===== src/rtl/phase_pwm_pkg.sv =====
package phase_pwm_pkg;
  localparam int DEFAULT_ACC_W = 24;

  // strobes from control to datapath
  typedef struct packed {
    logic advance;   // ramp and output may update this clock
  } pwm_strobe_t;
endpackage


===== src/rtl/phase_pwm_ctrl.sv =====
module phase_pwm_ctrl
  import phase_pwm_pkg::*;
#(
  parameter int ACC_W = DEFAULT_ACC_W
) (
  input  logic             clk,
  input  logic             rst,
  input  logic [ACC_W-1:0] stepIn,
  input  logic [ACC_W-1:0] dutyIn,
  output logic [ACC_W-1:0] stepVal,
  output logic [ACC_W-1:0] dutyVal,
  output pwm_strobe_t      strb
);
  localparam logic [ACC_W-1:0] ZERO_W = '0;

  // capture inputs: usable from the following edge
  always_ff @(posedge clk or posedge rst) begin
    if (rst) begin
      stepVal <= ZERO_W;
      dutyVal <= ZERO_W;
    end else begin
      stepVal <= stepIn;
      dutyVal <= dutyIn;
    end
  end

  // zero step freezes everything downstream
  always_comb begin
    strb.advance = (stepVal != ZERO_W);
  end

  // captured step follows the input one edge later
  p_capture_r4: assert property (@(posedge clk) disable iff (rst)
    $past(stepIn) == ZERO_W |-> !strb.advance);
endmodule


===== src/rtl/phase_pwm_dp.sv =====
module phase_pwm_dp
  import phase_pwm_pkg::*;
#(
  parameter int ACC_W = DEFAULT_ACC_W
) (
  input  logic             clk,
  input  logic             rst,
  input  logic [ACC_W-1:0] stepVal,
  input  logic [ACC_W-1:0] dutyVal,
  input  pwm_strobe_t      strb,
  output logic             pwmOut
);
  localparam logic [ACC_W-1:0] ZERO_W = '0;
  localparam logic [ACC_W-1:0] ONES_W = '1;

  logic [ACC_W-1:0] ramp;

  always_ff @(posedge clk or posedge rst) begin
    if (rst) begin
      ramp   <= ZERO_W;
      pwmOut <= 1'b0;
    end else if (strb.advance) begin
      ramp   <= ramp + stepVal;          // natural modulo wrap
      pwmOut <= (ramp >= dutyVal);       // registered compare
    end
  end

  // below threshold gives low on the next clock
  p_low_r3: assert property (@(posedge clk) disable iff (rst)
    strb.advance && (ramp < dutyVal) |=> !pwmOut);
  // at or above threshold gives high on the next clock
  p_high_r3: assert property (@(posedge clk) disable iff (rst)
    strb.advance && (ramp >= dutyVal) |=> pwmOut);
  // frozen ramp and output while the step is zero
  p_freeze_r5: assert property (@(posedge clk) disable iff (rst)
    !strb.advance |=> $stable(ramp) && $stable(pwmOut));
  // zero threshold means high while running
  p_fullon_r6: assert property (@(posedge clk) disable iff (rst)
    strb.advance && dutyVal == ZERO_W |=> pwmOut);
  // all-ones threshold only passes at all-ones ramp
  p_top_r6: assert property (@(posedge clk) disable iff (rst)
    strb.advance && dutyVal == ONES_W && ramp != ONES_W |=> !pwmOut);
  // a ramp that went down must have carried out of the top bit
  p_wrap_r8: assert property (@(posedge clk) disable iff (rst)
    $past(strb.advance) && (ramp < $past(ramp)) |-> ($past(ramp) > ~$past(stepVal)));
endmodule


===== src/rtl/phase_pwm.sv =====
module phase_pwm
  import phase_pwm_pkg::*;
#(
  parameter int ACC_W = DEFAULT_ACC_W
) (
  input  logic             clk,
  input  logic             rst,
  input  logic [ACC_W-1:0] stepIn,
  input  logic [ACC_W-1:0] dutyIn,
  output logic             pwmOut
);
  logic [ACC_W-1:0] stepVal;
  logic [ACC_W-1:0] dutyVal;
  pwm_strobe_t      strb;

  phase_pwm_ctrl #(.ACC_W(ACC_W)) i_ctrl (
    .clk(clk), .rst(rst), .stepIn(stepIn), .dutyIn(dutyIn),
    .stepVal(stepVal), .dutyVal(dutyVal), .strb(strb)
  );

  phase_pwm_dp #(.ACC_W(ACC_W)) i_dp (
    .clk(clk), .rst(rst), .stepVal(stepVal), .dutyVal(dutyVal),
    .strb(strb), .pwmOut(pwmOut)
  );

  // output low on the first clock after reset
  p_reset_r1: assert property (@(posedge clk)
    $past(rst) && !rst |-> !pwmOut);
endmodule


===== config.mk =====
export PLATFORM = sky130hd
export DESIGN_NAME = phase_pwm
export DESIGN_NICKNAME = d
export VERILOG_FILES = /design/src/rtl/phase_pwm_pkg.sv /design/src/rtl/phase_pwm_ctrl.sv /design/src/rtl/phase_pwm_dp.sv /design/src/rtl/phase_pwm.sv
export SDC_FILE = /design/constraint.sdc
export NUM_CORES = 1
export LEC_CHECK = 0
export CAP_MARGIN = 20
export CORE_AREA = 3 3 90 114
export CTS_CLUSTER_DIAMETER = 60
export DETAILED_ROUTE_END_ITERATION = 8
export DIE_AREA = 0 0 93 117
export DONT_BUFFER_PORTS = 1
export SLEW_MARGIN = 20
export SYNTH_ARGS = -nofsm -noshare
export SYNTH_HDL_FRONTEND = slang
export SYNTH_SLANG_ARGS = --single-unit
export TNS_END_PERCENT = 30

===== constraint.sdc =====
create_clock -name clk -period 3.2 [get_ports clk]
set_clock_uncertainty 0.15 [all_clocks]
set_input_delay 0.16 -clock clk [delete_from_list [all_inputs] [get_ports clk]]
set_output_delay 0.16 -clock clk [all_outputs]
set_load 0.02 [all_outputs]

==> impl_results.md <==
- Outcome: finished clean
- Worst Tran Pin Value: 0.999 ns
- Worst rel slew slack: between 30% and 40%
- Clock sink count: 73
- DRC: 0
- Ratio of cells with drive above 1 in the final layout: 7.71%
- Routing usage on met2: between 30% and 40%
- Mapped Avg Cell Area: approximately 10 sq um
- Drt wl/cell: approximately 16 microns
- Max VDD drop: 0.376 mV
- Total net switching power: 1.74 mW
- Busiest grt layer: met2
- Mapped Area: 4130 sq um
- Clock Path Buffers: 2
- Internal: ~2.7 mW
- Die Ht: 117 microns
- Vias: 3,189
- Rows: 39
- Initial antenna violation count: 0
- Netlist cell types: 61
- Flop pwr share: 29.7%
- Ys async rst share: 100%
- Final setup vio count: 0
- Initial core utilization: 45.0%
- Die Area: roughly 11,000 sq um
- Number of synthesized flops with an enable pin: 0
- Vias in the first global route: 3,363
- Total global routing overflow: 0
- Resized cells post-CTS: 0
- Post-DRT Antenna Nets: 0
- Gate power share: 47.9%
- Worst Setup Start Kind: flip-flop
- Max Cap Violations: 0
- Via density: 5.41
- Yosys reg bits: 73
- IO Port Bufs: 0
- Max stage delay on crit path: 0.64 ns
- Layout fillers: 850
- Drt total wl: 9220 microns
- Period utilization: 78.5%
- Drt first-iter violations: around 120
- Worst Path Buf+Inv: 0
- Crit. End Element: flip-flop
- Skew-Pair Late Insertion Delay: approximately 0.33 ns
- CP required: 3.28 ns
- Setup TNS: 0 ns
- Syn nets: 508
- CP top delay family: simple AND/OR/NAND/NOR gates
- First-pass GRT wire length: about 16,000 microns
- Cell chain of the critical path: nor4_1, nand4_1, or2_1, nand2_1, mux2i_1, a311oi_1
- CTS H-tree lvls: 3
- DP HPWL: about 6800 microns
- GRT Overall Usage: 18.7%
- Core area: 9170 sq um
- RSZ-0062 raised after global routing: no
- Final min period: approximately 2.5 ns
- Mapped Cells: 410
- Area growth, synth to finish: 22.1%
- Antenna fix cells: 0
- Sequential area share after synthesis: about 44%
- Setup CP Type: flip-flop to flip-flop
- Fmax achieved: 398 MHz
- Final Max Tran Viols: 0
- Final Power: 4.43 mW
- Most frequent cells in the layout: dfrtp_1, dlygate4sd3_1, ha_1
- Top Ports: ~50
- CP max stage cell: or2_1
- Commonest non-fill, non-tap cell in the layout: dfrtp_1
- Maximum number of pins on one net before global-route repair: 74
- CTS tree: yes
- Power Density: 879 nW/um^2
- Yosys warns: 0
- CTS Buf Count: 9
- Sw Ratio: roughly two fifths
- Met1 Usage GRT: a little over a fifth
- Fin nets: 561
- Crit path DAT: between 2 and 3 ns
- Crit-path max FO: 27
- Synth Flop Type: dfrtp_1
- Root buffer cell: clkbuf_16
- Reg clk slew, reported paths: ~0.05 ns
- Clock power share: 22.4%
- HP Class: input port to async pin
- Post-CTS setup buffers: 0
- Fin. Hold Viols: 0
- Die width: approximately 93 microns
- P_leak: 2.25 nW
- 1st-pass router iterations: 4
- Gpl congestion: 0.869
- GR Util met3: 4.16%
metrics by stage:
| step | cells | util, % | hold WS, ns | area, sq um | setup slack, ns |
|---|---|---|---|---|---|
| floorplan | 410 | - | 0.0414 | 4130 | 1.02 |
| global placement | 526 | 46.4 | 0.00601 | 4260 | 0.662 |
| detailed placement | 526 | 46.4 | 0.0128 | 4260 | 0.704 |
| CTS | 590 | 55.0 | 0.214 | 5040 | 0.683 |
| global route | 590 | 55.0 | 0.219 | 5040 | 0.442 |
| finish | 590 | 55.0 | 0.212 | 5040 | 0.687 |
state kept, by name, indices dropped and copies added (netlist names):
| signal | count |
|---|---|
| i_ctrl.dutyVal | 24 |
| i_dp.ramp | 24 |
| i_ctrl.stepVal | 24 |
| i_dp.pwmOut | 1 |
repair_timing:
action / in CTS / in global routing
setup endpoints to repair: 0 / 0
hold buffers: 49 / 0
hold endpoints to repair: 121 / 0
cell type report:
type | instances | area (sq um) | share of cell area [%]
multi-input cells | 291 | 2110 | 41.8
flip-flops and latches | 73 | 1830 | 36.2
repair buffers | 52 | 526 | 10.4
clock buffers | 12 | 256 | 5.08
well taps | 123 | 154 | 3.05
inverters | 36 | 135 | 2.68
clock inverters | 3 | 40.0 | 0.794
cell usage after synthesis (7+ instances only):
master     n  area share, %
dfrtp_1   73             44
ha_1      47             14
a21oi_1   39            4.7
inv_1     35            3.2
nand2_1   35            3.2
o21ai_0   23            2.8
nor2_1    22            2.0
xnor2_1   12            2.5
a21o_1    10            1.8
nand4_1   10            1.5
nor3_1     8           0.97
a211oi_1   7            1.3
nor4_1     7            1.1
per-layer routing:
| metal | vias up | part of all wire (%) |
|---|---|---|
| met4 | 0 | 3.0 |
| met3 | 17 | 3.6 |
| li1 | 1581 | - |
| met1 | 1534 | 42 |
| met2 | 57 | 51 |
| met5 | - | 0 |
cell families after synthesis:
family          count (synthesis)  share of synthesized area [%]
mux                             2                          0.484
compound gates                120                           19.1
fa+ha+maj                      48                           14.7
xor+xnor                       15                           3.18
flops                          73                           44.2
buf+inv                        46                           4.81
simple gates                  106                           13.5
worst reg2reg max path, stage by stage, from the launching register on:
cell,delay (ns)
dfrtp_1,0.42
nor4_1,0.46
nand4_1,0.20
or2_1,0.64
nand2_1,0.19
mux2i_1,0.09
a311oi_1,0.26
power by group through the flow:
stage	Sequential, mW	Clock [mW]	Combinational [mW]
after floorplan	1.28	0	1.69
after global placement	1.33	0	2.03
after detailed placement	1.34	0	2.06
after CTS	1.32	1.02	2.13
after global routing	1.35	1.07	2.41
final	1.32	0.995	2.12
final timing paths:
path,from,endpoint,slack [ns],cells past startpoint
worst max-delay path,i_ctrl.stepVal[1],i_dp.ramp[19],0.69,6
worst min-delay path,rst,i_ctrl.stepVal[5],0.21,3
worst max register to register,i_ctrl.stepVal[1],i_dp.ramp[19],0.69,6
worst min register to register,i_dp.ramp[2],i_dp.ramp[2],0.38,2
max in group asynchronous,rst,i_ctrl.stepVal[17],2.38,3
min in group clk,stepIn[10],i_ctrl.stepVal[10],0.23,1
Power figures use the tool's default switching activity.
